$ cat config.mk
export PLATFORM = sky130hd
export DESIGN_NAME = tagdir
export DESIGN_NICKNAME = d
export VERILOG_FILES = /design/src/rtl/tagdir_pkg.sv /design/src/rtl/tagdir_set_match.sv /design/src/rtl/tagdir_lru.sv /design/src/rtl/tagdir.sv
export SDC_FILE = /design/constraint.sdc
export NUM_CORES = 1
export LEC_CHECK = 0
export BUFFER_PORTS_ARGS = -buffer_cell sky130_fd_sc_hd__buf_2
export CAP_MARGIN = 5
export CORE_MARGIN = 3
export CORE_UTILIZATION = 25
export DETAILED_ROUTE_END_ITERATION = 8
export PLACE_DENSITY = 0.49
export RECOVER_POWER = 100
export SLEW_MARGIN = 10
export SYNTH_ARGS = -nofsm -noshare
export SYNTH_HDL_FRONTEND = slang
export SYNTH_SLANG_ARGS = --single-unit
$ cat constraint.sdc
create_clock -name clk -period 4.4 [get_ports clk]
set_input_delay 0.88 -clock clk [delete_from_list [all_inputs] [get_ports clk]]
set_output_delay 0.88 -clock clk [all_outputs]
set_load 0.05 [all_outputs]
$ cat src/rtl/tagdir_pkg.sv
package tagdir_pkg;
  typedef enum logic [3:0] {
    OP_NOP       = 4'd0,
    OP_ACCESS    = 4'd1,
    OP_PROBE     = 4'd2,
    OP_AVAIL     = 4'd3,
    OP_ALLOC     = 4'd4,
    OP_DEALLOC   = 4'd5,
    OP_VICTIM    = 4'd6,
    OP_TOUCH     = 4'd7,
    OP_LOCK_SET  = 4'd8,
    OP_LOCK_CLR  = 4'd9,
    OP_LOCK_TEST = 4'd10,
    OP_PERM_WR   = 4'd11
  } op_e;

  typedef enum logic [1:0] {
    PERM_ABSENT = 2'd0,
    PERM_INVAL  = 2'd1,
    PERM_RD     = 2'd2,
    PERM_RDWR   = 2'd3
  } perm_e;

  typedef enum logic [1:0] {
    KIND_LOAD  = 2'd0,
    KIND_FETCH = 2'd1,
    KIND_STORE = 2'd2
  } kind_e;
endpackage

$ cat src/rtl/tagdir_set_match.sv
module tagdir_set_match import tagdir_pkg::*; #(
  parameter int WAYS  = 4,
  parameter int TAG_W = 24,
  parameter int WAY_W = 2
) (
  input  logic [WAYS-1:0]       way_vld,
  input  logic [WAYS*TAG_W-1:0] way_tags,
  input  logic [2*WAYS-1:0]     way_perms,
  input  logic [TAG_W-1:0]      req_tag,
  output logic [WAYS-1:0]       hit_vec,
  output logic                  hit_any,
  output logic [WAY_W-1:0]      hit_way,
  output logic                  free_any,
  output logic [WAY_W-1:0]      free_way,
  output logic                  avail
);
  logic [WAYS-1:0] same_vec;
  logic [WAYS-1:0] free_vec;

  for (genvar w = 0; w < WAYS; w++) begin : g_way
    logic tag_eq;
    logic absent;
    assign tag_eq      = way_tags[w*TAG_W +: TAG_W] == req_tag;
    assign absent      = way_perms[2*w +: 2] == PERM_ABSENT;
    assign same_vec[w] = way_vld[w] && tag_eq;
    assign hit_vec[w]  = same_vec[w] && !absent;
    assign free_vec[w] = !way_vld[w] || absent;
  end

  assign hit_any  = |hit_vec;
  assign free_any = |free_vec;
  assign avail    = (|same_vec) || free_any;

  always_comb begin
    hit_way  = '0;
    free_way = '0;
    for (int w = WAYS - 1; w >= 0; w--) begin
      if (hit_vec[w])  hit_way  = WAY_W'(w);
      if (free_vec[w]) free_way = WAY_W'(w);
    end
  end
endmodule

$ cat src/rtl/tagdir_lru.sv
module tagdir_lru #(
  parameter int SETS  = 4,
  parameter int WAYS  = 4,
  parameter int SET_W = 2,
  parameter int WAY_W = 2
) (
  input  logic             clk,
  input  logic             rst_n,
  input  logic [SET_W-1:0] rd_set,
  input  logic             touch_en,
  input  logic [WAY_W-1:0] touch_way,
  output logic [WAY_W-1:0] victim_way
);
  logic [WAY_W-1:0] age_q [SETS][WAYS];
  logic [WAY_W-1:0] age_d [WAYS];
  logic [WAY_W-1:0] ref_age;

  always_comb begin
    ref_age    = age_q[rd_set][touch_way];
    victim_way = '0;
    for (int w = 0; w < WAYS; w++) begin
      if (WAY_W'(w) == touch_way)         age_d[w] = '0;
      else if (age_q[rd_set][w] < ref_age) age_d[w] = age_q[rd_set][w] + 1'b1;
      else                                 age_d[w] = age_q[rd_set][w];
      if (age_q[rd_set][w] == WAY_W'(WAYS - 1)) victim_way = WAY_W'(w);
    end
  end

  always_ff @(posedge clk or negedge rst_n) begin
    if (!rst_n) begin
      for (int s = 0; s < SETS; s++)
        for (int w = 0; w < WAYS; w++)
          age_q[s][w] <= WAY_W'(w);
    end else if (touch_en) begin
      for (int w = 0; w < WAYS; w++)
        age_q[rd_set][w] <= age_d[w];
    end
  end
endmodule

$ cat src/rtl/tagdir.sv
module tagdir import tagdir_pkg::*; #(
  parameter int ADDR_W      = 32,
  parameter int LINE_BYTES  = 64,
  parameter int CACHE_BYTES = 1024,
  parameter int WAYS        = 4,
  parameter int INDEX_LSB   = 6,
  parameter int CTX_W       = 4,
  localparam int WAY_W      = (WAYS > 1) ? $clog2(WAYS) : 1
) (
  input  logic              clk,
  input  logic              rst_n,
  input  logic              req_valid,
  input  logic [3:0]        req_op,
  input  logic [ADDR_W-1:0] req_addr,
  input  logic [1:0]        req_kind,
  input  logic [CTX_W-1:0]  req_ctx,
  input  logic [1:0]        req_perm,
  output logic              rsp_valid,
  output logic              rsp_ok,
  output logic              rsp_err,
  output logic [WAY_W-1:0]  rsp_way,
  output logic [ADDR_W-1:0] rsp_addr
);
  localparam int SETS    = CACHE_BYTES / WAYS / LINE_BYTES;
  localparam int SET_W   = $clog2(SETS);
  localparam int TAG_LSB = INDEX_LSB + SET_W;
  localparam int TAG_W   = ADDR_W - TAG_LSB;

  typedef struct packed {
    logic             vld;
    logic [TAG_W-1:0] tag;
    perm_e            perm;
    logic [CTX_W-1:0] own;
  } line_t;

  localparam line_t LINE_RESET = '{vld: 1'b0, tag: '0, perm: PERM_ABSENT, own: '1};

  logic [SET_W-1:0] set_idx;
  logic [TAG_W-1:0] req_tag;
  assign set_idx = req_addr[INDEX_LSB +: SET_W];
  assign req_tag = req_addr[TAG_LSB +: TAG_W];

  line_t lines_q [SETS][WAYS];

  logic [WAYS-1:0]       set_vld;
  logic [WAYS*TAG_W-1:0] set_tags;
  logic [2*WAYS-1:0]     set_perms;

  always_comb begin
    for (int w = 0; w < WAYS; w++) begin
      set_vld[w]                 = lines_q[set_idx][w].vld;
      set_tags[w*TAG_W +: TAG_W] = lines_q[set_idx][w].tag;
      set_perms[2*w +: 2]        = lines_q[set_idx][w].perm;
    end
  end

  logic [WAYS-1:0]  hit_vec;
  logic             hit_any, free_any, avail;
  logic [WAY_W-1:0] hit_way, free_way, victim_way;

  tagdir_set_match #(.WAYS(WAYS), .TAG_W(TAG_W), .WAY_W(WAY_W)) u_match (
    .way_vld(set_vld), .way_tags(set_tags), .way_perms(set_perms),
    .req_tag(req_tag), .hit_vec(hit_vec), .hit_any(hit_any), .hit_way(hit_way),
    .free_any(free_any), .free_way(free_way), .avail(avail)
  );

  logic             touch_en;
  logic [WAY_W-1:0] touch_way;

  tagdir_lru #(.SETS(SETS), .WAYS(WAYS), .SET_W(SET_W), .WAY_W(WAY_W)) u_lru (
    .clk(clk), .rst_n(rst_n), .rd_set(set_idx), .touch_en(touch_en),
    .touch_way(touch_way), .victim_way(victim_way)
  );

  line_t            hit_line, wr_line;
  logic             wr_en;
  logic [WAY_W-1:0] wr_way;
  logic             ok_d, err_d;
  logic [WAY_W-1:0] way_d;
  logic [ADDR_W-1:0] addr_d;
  logic             perm_pass;

  assign hit_line  = lines_q[set_idx][hit_way];
  assign perm_pass = (hit_line.perm == PERM_RDWR) ||
                     ((hit_line.perm == PERM_RD) && (req_kind != KIND_STORE));

  always_comb begin
    ok_d      = 1'b0;
    err_d     = 1'b0;
    way_d     = hit_way;
    addr_d    = '0;
    touch_en  = 1'b0;
    touch_way = hit_way;
    wr_en     = 1'b0;
    wr_way    = hit_way;
    wr_line   = hit_line;
    if (req_valid) begin
      case (req_op)
        OP_ACCESS: begin
          ok_d     = hit_any && perm_pass;
          touch_en = hit_any;
        end
        OP_PROBE: ok_d = hit_any;
        OP_AVAIL: ok_d = avail;
        OP_ALLOC: begin
          if (hit_any || !free_any) err_d = 1'b1;
          else begin
            ok_d      = 1'b1;
            way_d     = free_way;
            touch_en  = 1'b1;
            touch_way = free_way;
            wr_en     = 1'b1;
            wr_way    = free_way;
            wr_line   = '{vld: 1'b1, tag: req_tag, perm: PERM_INVAL, own: '1};
          end
        end
        OP_DEALLOC: begin
          if (!hit_any) err_d = 1'b1;
          else begin
            ok_d         = 1'b1;
            wr_en        = 1'b1;
            wr_line.vld  = 1'b0;
            wr_line.perm = PERM_ABSENT;
          end
        end
        OP_VICTIM: begin
          if (avail) err_d = 1'b1;
          else begin
            ok_d   = 1'b1;
            way_d  = victim_way;
            addr_d = ADDR_W'({lines_q[set_idx][victim_way].tag, set_idx}) << INDEX_LSB;
          end
        end
        OP_TOUCH: begin
          ok_d     = hit_any;
          touch_en = hit_any;
        end
        OP_LOCK_SET, OP_LOCK_CLR: begin
          if (!hit_any) err_d = 1'b1;
          else begin
            ok_d        = 1'b1;
            wr_en       = 1'b1;
            wr_line.own = (req_op == OP_LOCK_SET) ? req_ctx : '1;
          end
        end
        OP_LOCK_TEST: begin
          if (!hit_any) err_d = 1'b1;
          else ok_d = hit_line.own == req_ctx;
        end
        OP_PERM_WR: begin
          if (!hit_any) err_d = 1'b1;
          else begin
            ok_d         = 1'b1;
            wr_en        = 1'b1;
            wr_line.perm = perm_e'(req_perm);
          end
        end
        default: ;
      endcase
    end
  end

  always_ff @(posedge clk or negedge rst_n) begin
    if (!rst_n) begin
      for (int s = 0; s < SETS; s++)
        for (int w = 0; w < WAYS; w++)
          lines_q[s][w] <= LINE_RESET;
    end else if (wr_en) begin
      lines_q[set_idx][wr_way] <= wr_line;
    end
  end

  always_ff @(posedge clk or negedge rst_n) begin
    if (!rst_n) begin
      rsp_valid <= 1'b0;
      rsp_ok    <= 1'b0;
      rsp_err   <= 1'b0;
      rsp_way   <= '0;
      rsp_addr  <= '0;
    end else begin
      rsp_valid <= req_valid;
      rsp_ok    <= ok_d;
      rsp_err   <= err_d;
      if (req_valid) begin
        rsp_way  <= way_d;
        rsp_addr <= addr_d;
      end
    end
  end
endmodule

* After elaboration in Yosys (flattened, before gate mapping)
Index checks and enable logic that the tools add are counted.
Operators by class: $add $sub $neg 4, $lt $le $gt $ge 10, equality and inequality tests 25, mux-type cells 84, bitwise logic cells 4, reductions and logical operators 41
Operator list (count):
- bitwise mux 496 bit | 1
- two-way mux 124 bit | 3
- binary-select mux 124 bit (select 2 bit) | 1
- demux 124 bit (select 2 bit) | 1
- two-way mux 31 bit | 5
- bitwise mux 32 bit | 4
- binary-select mux 31 bit (select 2 bit) | 2
- equality test 24 bit | 4
- demux 8 bit (select 2 bit) | 4
- two-way mux 32 bit | 2
- demux 31 bit (select 2 bit) | 1
- two-way mux 30 bit | 2
- two-way mux 2 bit | 27
- two-way mux 24 bit | 1
- two-way mux 8 bit | 3
- binary-select mux 8 bit (select 2 bit) | 1
- equality test 4 x 3 -> 1 bit (second input constant) | 4
- equality test 4 bit (second input constant) | 4
- OR reduction 4 bit | 4
- two-way mux 1 bit | 13
- >= comparator 3 bit (second input constant) | 4
- logical AND 1 bit | 12
- two-way mux 4 bit | 3
- inverter 2 -> 3 bit | 4
- other kinds (23) | 58
Word-level totals: register bits 565, input bits 47, output and inout bits 37, logic and storage cells 253

* Depth between registers and ports, before layout
depth after elaboration 25, mapped depth 20, gate-level depth less buffers 11

* Modules after synthesis
A second synthesis with hierarchy kept.
Second synthesis, totals: cell total of the unflattened synthesis 2508, area total of the unflattened synthesis 28412.2 um2
By module, submodules not included:
- tagdir | times used 1, cells an instance 2104, area an instance 24880.1 um2
- tagdir_lru | times used 1, cells an instance 232, area an instance 2239.6 um2
- tagdir_set_match | times used 1, cells an instance 172, area an instance 1292.5 um2

* Least setup slack after synthesis
Ideal clock, no wire load.
path kind input-to-reg, start input req_addr[6], end register lines_q[29] (netlist bit), data arrival time 4.323 ns, data required time 4.268 ns, setup slack -0.055 ns, stages 16, path through buf_6 -> buf_6 -> buf_2 -> mux4_2 -> xnor2_1 -> nand4_1 -> nor4_1 -> and4_1 -> buf_2 -> a21oi_2 -> a221o_1 -> a21o_1 -> nor2_1 -> buf_2 -> buf_4 -> a21oi_1
On the way: cells in the longest elaborated chain, start to end 22, elaborated cells between the ends (all ways) 70, classes of those cells order compare: 4; eq/ne: 4; mux: 29; bitwise: 3; reduce/logical: 30
RTL lines:
- start: declaration | RTL line tagdir.sv:14 | input logic [ADDR_W-1:0] req_addr,
- inverter 2 -> 3 bit (implied by the code) *
- binary-select mux 124 bit (select 2 bit)
- two-way mux 124 bit (implied by the code) (2 in series) | RTL line tagdir.sv:51, tagdir.sv:83
- equality test 24 bit / zero test 2 bit (equally long branches) | RTL line tagdir_set_match.sv:23, tagdir_set_match.sv:24
- logical AND 1 bit / zero test 1 bit (equally long branches) | RTL line tagdir_set_match.sv:25, tagdir_set_match.sv:26
- logical AND 1 bit | RTL line tagdir_set_match.sv:26 | assign hit_vec[w] = same_vec[w] && !absent;
- two-way mux 2 bit (4 in series) | RTL line tagdir_set_match.sv:38 | if (hit_vec[w]) hit_way = WAY_W'(w);
- two-way mux 2 bit | RTL line tagdir.sv:106 | if (hit_any || !free_any) err_d = 1'b1;
- (+2 left out)
- inverter 2 -> 3 bit (implied by the code) | RTL line tagdir.sv:169 | lines_q[set_idx][wr_way] <= wr_line;
- >= comparator 3 bit (implied by the code) / less-than comparator 3 x 1 -> 1 bit (equally long branches) | RTL line tagdir.sv:169
- logical AND 1 bit (implied by the code) | RTL line tagdir.sv:169
- two-way mux 31 bit (implied by the code) | RTL line tagdir.sv:169
- demux 31 bit (select 2 bit) | RTL line tagdir.sv:169
- two-way mux 124 bit (implied by the code) | RTL line tagdir.sv:169
- demux 124 bit (select 2 bit) | RTL line tagdir.sv:169
- bitwise mux 496 bit | RTL line tagdir.sv:169
- end signal: indexed assignment | RTL line tagdir.sv:169
- end: declaration | RTL line tagdir.sv:43 | line_t lines_q [SETS][WAYS];
Every way passes the cells marked *; elsewhere a longest branch is shown, timed or not. The select of a mux whose other input is x is not followed. A chain may end at the register's enable or synchronous reset.

* Worst setup path after layout
start input req_addr[6], end register rsp_addr[17]
On the way: cells in the longest elaborated chain, start to end 14, elaborated cells between the ends (all ways) 42, classes of those cells eq/ne: 7; mux: 14; bitwise: 2; reduce/logical: 19
RTL lines:
- inverter 2 -> 3 bit (implied by the code) *
- binary-select mux 8 bit (select 2 bit) | RTL line tagdir_lru.sv:25 | if (age_q[rd_set][w] == WAY_W'(WAYS - 1)) victim_way = WAY_W'(w);
- two-way mux 8 bit
- two-way mux 8 bit (implied by the code) | RTL line tagdir_lru.sv:25
- equality test 2 bit | RTL line tagdir_lru.sv:25
- two-way mux 1 bit | RTL line tagdir_lru.sv:25
- two-way mux 2 bit (2 in series) | RTL line tagdir_lru.sv:25
- inverter 2 -> 3 bit (implied by the code) | RTL line tagdir.sv:131 | addr_d = ADDR_W'({lines_q[set_idx][victim_way].tag, set_idx}) << INDEX_LSB;
- binary-select mux 31 bit (select 2 bit) | RTL line tagdir.sv:131
- two-way mux 30 bit (implied by the code) (2 in series) | RTL line tagdir.sv:131
- two-way mux 32 bit * | RTL line tagdir.sv:127 | if (avail) err_d = 1'b1;
- two-way mux 32 bit * | RTL line tagdir.sv:98 | case (req_op)
- end signal: assignment | RTL line tagdir.sv:186 | rsp_addr <= addr_d;
- end: declaration | RTL line tagdir.sv:22 | output logic [ADDR_W-1:0] rsp_addr
Marked as above.

==> impl_metrics.tcl <==
set metrics [dict create \
    status "complete, but fails checks" \
    failed_checks "capacitance limit, slew limit" \
    syn_area_um2 29390 \
    crit_chain "bufbuf_16, buf_4, mux4_2, xnor2_1, buf_4, nand4_1, nor2_1, buf_4, nand3_1, buf_4, buf_4, o21ai_0, a211oi_2, nand4_1, buf_12, a211oi_1, a21o_1" \
    io_pins 84 \
    vias_per_cell 4.878 \
    finalMaxSlewViolations 122 \
    cts_htree_levels 3 \
    clockPowerShare_pct 43.2 \
    setup_viol 0 \
    power_frac_seq_pct 41.5 \
    p_leak_uw 0.01637 \
    power_switching_uw 3608 \
    critPathSlowestCell "a211oi_1" \
    fmax_ghz 0.2320 \
    ir_drop_uv 270.3 \
    cts-root-buf "clkbuf_16" \
    drv_cap 2 \
    initial_core_util_pct 25.26 \
    synth_top_area_share_pct 40.79 \
    finalHoldViolations 0 \
    nNetsFinal 3397 \
    clkSlewWorstSetupHoldPaths_ns 0.06 \
    yosys_warnings 0 \
    seq_area_um2 14090 \
    synth_area_leader_cell "dfrtp_1" \
    postSynthAreaPerCell_um2 10.17 \
    final_common_cell "dfrtp_1" \
    cts_hold_buffers 0 \
    core_area_um2 116400 \
    die_w_um 348.9 \
    path_class "input port to register" \
    final_cell_area_um2 38260 \
    hold_class "register to register" \
    clockBufferDepth 3 \
    die_area_um2 121700 \
    top_layer "met5" \
    met2_length_um 49770 \
    cts_tree "built" \
    drc 0 \
    synth_cell_type_count 106 \
    cp-end-kind "register" \
    arrival_ns 4.87 \
    wl_um 107800 \
    critPathTopFamily "compound AO/OA/AOI/OAI gates" \
    synth-edff-count 0 \
    port_buffers 71 \
    wl_per_cell_um 21.88 \
    clock_latency_ns 0.65 \
    cts_made_buffers 68 \
    seq_area_frac_synth_pct 47.94 \
    p_int_uw 9426 \
    drive_gt1_share_pct 31.15 \
    p_total_uw 13030 \
    drt_first_iter_violations 1841 \
    crit_path_max_fanout 10 \
    crit_required_ns 4.96 \
    gp_congestion 0.9415 \
    cpPeakStageDelay_ns 0.67 \
    grt_overflow 0 \
    skew_ns 0.05997 \
    finalWorstSetupSlack_ns 0.09026 \
    die_h_um 348.9 \
    crit_buf_inv 7 \
    synthArstFlopShare_pct 100.0 \
    ant_nets 0 \
    synthCells 2889 \
    period_share_pct 97.95 \
    power.share.combinational_pct 15.2 \
    switching_share_pct 27.68 \
    min_period_ns 4.310 \
    ys_ff_latch 559 \
    dr_wl_met3_um 5382 \
    ys.flop_type "dfrtp_1" \
    dr.pass1.iters 6 \
    vias 24035 \
    area_growth_pct 30.19 \
    clock_sinks 559 \
    dp_hpwl_um 77230 \
    n_fill_cell 11956 \
    path_common_cell "buf_4" \
    rsz0062_at_grt "true" \
    mostFrequentLayoutCells "dfrtp_1 (479), buf_4 (457), nor2_1 (404)" \
    wl_met1_um 49140 \
    yosys-top-cells-area "dfrtp_1 (41%), mux4_2 (7.7%), dfstp_2 (7.2%), a21oi_1 (6.6%), nor2_1 (5.3%)" \
    postPlaceCellArea_um2 35370 \
    multiInputGateArea_um2 14350 \
    grt_pass1_wl_um 161400 \
    place_ws_ns -1.117 \
    grt.total_usage_pct 17.52 \
    grt_antenna_before_repair 13 \
    worst_pin_slew_ns 2.692 \
    grt_max_degree 94 \
    slew_headroom_pct -79.47 \
    rows 125 \
    power_density_nw_per_um2 340.7 \
    cp-start-kind "input port" \
    grt_pass1_vias 24071 \
]
[cells by family (layout without fill, tap and decap cells)]
group | after synthesis | in the layout | share of synthesized area (%)
adder cells (fa/ha/maj) | 4 | 4 | 0.1618
multiplexers | 280 | 280 | 14.28
XOR/XNOR | 93 | 93 | 2.772
AO/OA/AOI/OAI | 856 | 856 | 17.85
flip-flops | 559 | 559 | 47.94
AND/OR/NAND/NOR | 822 | 823 | 11.90
buffers and inverters | 274 | 776 | 5.083
other | 1 | 12 | 0.01276
[state kept, by name, summed over array words and instances, names as in the netlist]
name / flops
rsp_ok: 1
rsp_err: 1
u_lru.age_q: 32
lines_q: 496
rsp_addr: 26
rsp_valid: 1
rsp_way: 2
[power by group through the flow]
stage	registers, µW	logic, µW	clock network [µW]
floorplan	5480	1020	0
global placement	5500	1880	0
detailed placement	5500	1880	0
CTS	5410	1920	5780
global route	5440	2140	5970
finish	5420	1990	5630
[metrics by stage]
step	instances	utilization [%]	setup TNS, ns	hold WS, ns
global route	4922	32.87	-0.6016	0.4728
global placement	4768	30.39	-453.13	0.4483
finish	4927	32.88	0	0.4597
floorplan	2894	-	0	0.4404
detailed placement	4768	30.39	-459.44	0.4536
CTS	4893	32.52	-0.002756	0.3434
[worst min-delay path: stages (launching register included)]
cell	delay, ns
dfstp_2	0.36
nand2_1	0.04
o21ai_1	0.05
[layout make-up]
| type | count | share of cell area [%] |
|---|---|---|
| multi-input combinational | 2062 | 37.50 |
| sequential | 559 | 36.82 |
| timing repair buffer | 634 | 14.59 |
| clock buffer | 99 | 5.039 |
| tap | 1524 | 4.984 |
| clock inverter | 21 | 0.8044 |
| inverter | 22 | 0.2158 |
| antenna | 6 | 0.03924 |
[synthesized netlist by cell type, types with 7 or more instances]
cell	count
dfrtp_1	479
nor2_1	416
a21oi_1	390
nand2_1	267
mux2i_1	118
o21ai_0	117
mux4_2	101
o21ai_1	96
buf_2	91
clkbuf_1	88
dfstp_2	80
a211oi_1	58
xnor2_1	52
buf_4	42
xor2_1	41
mux2_2	40
o2bb2ai_1	25
inv_1	20
nor3_1	19
nand4_1	18
mux2i_2	16
nor4_1	15
a21o_1	14
buf_6	14
nand2b_1	13
a21oi_2	12
nand3_1	11
o22ai_1	11
buf_1	10
nor2b_1	10
a211o_1	9
o31ai_1	9
a221oi_1	8
a22oi_1	8
o221ai_1	8
o2111ai_1	7
o211ai_1	7
or3_1	7
[what timing repair did]
| item | 4_1_cts | 5_1_grt |
|---|---|---|
| resized for setup | 27 | 47 |
| gates cloned | 2 | 1 |
| pin swaps | 8 | 20 |
| setup endpoints to repair | 466 | 498 |
| buffers inserted | 4 | 28 |
[worst paths after layout]
check                        startpoint  slack, ns  cells past startpoint              end
min                        lines_q[158]       0.46                      2     lines_q[158]
max                         req_addr[6]       0.09                     17     rsp_addr[17]
max reg2reg                 lines_q[79]       0.19                     15  u_lru.age_q[29]
max in group asynchronous         rst_n       0.65                      2     lines_q[271]
min reg2reg                lines_q[158]       0.46                      2     lines_q[158]
min in group asynchronous         rst_n       1.08                      1     lines_q[284]
[routing by layer]
layer	global-route usage [%]	up-vias
met5	0	-
met4	5.387	2
met3	2.309	186
met2	28.52	655
met1	24.19	11954
li1	-	11238
No activity file was read; power rests on OpenSTA's default activity.
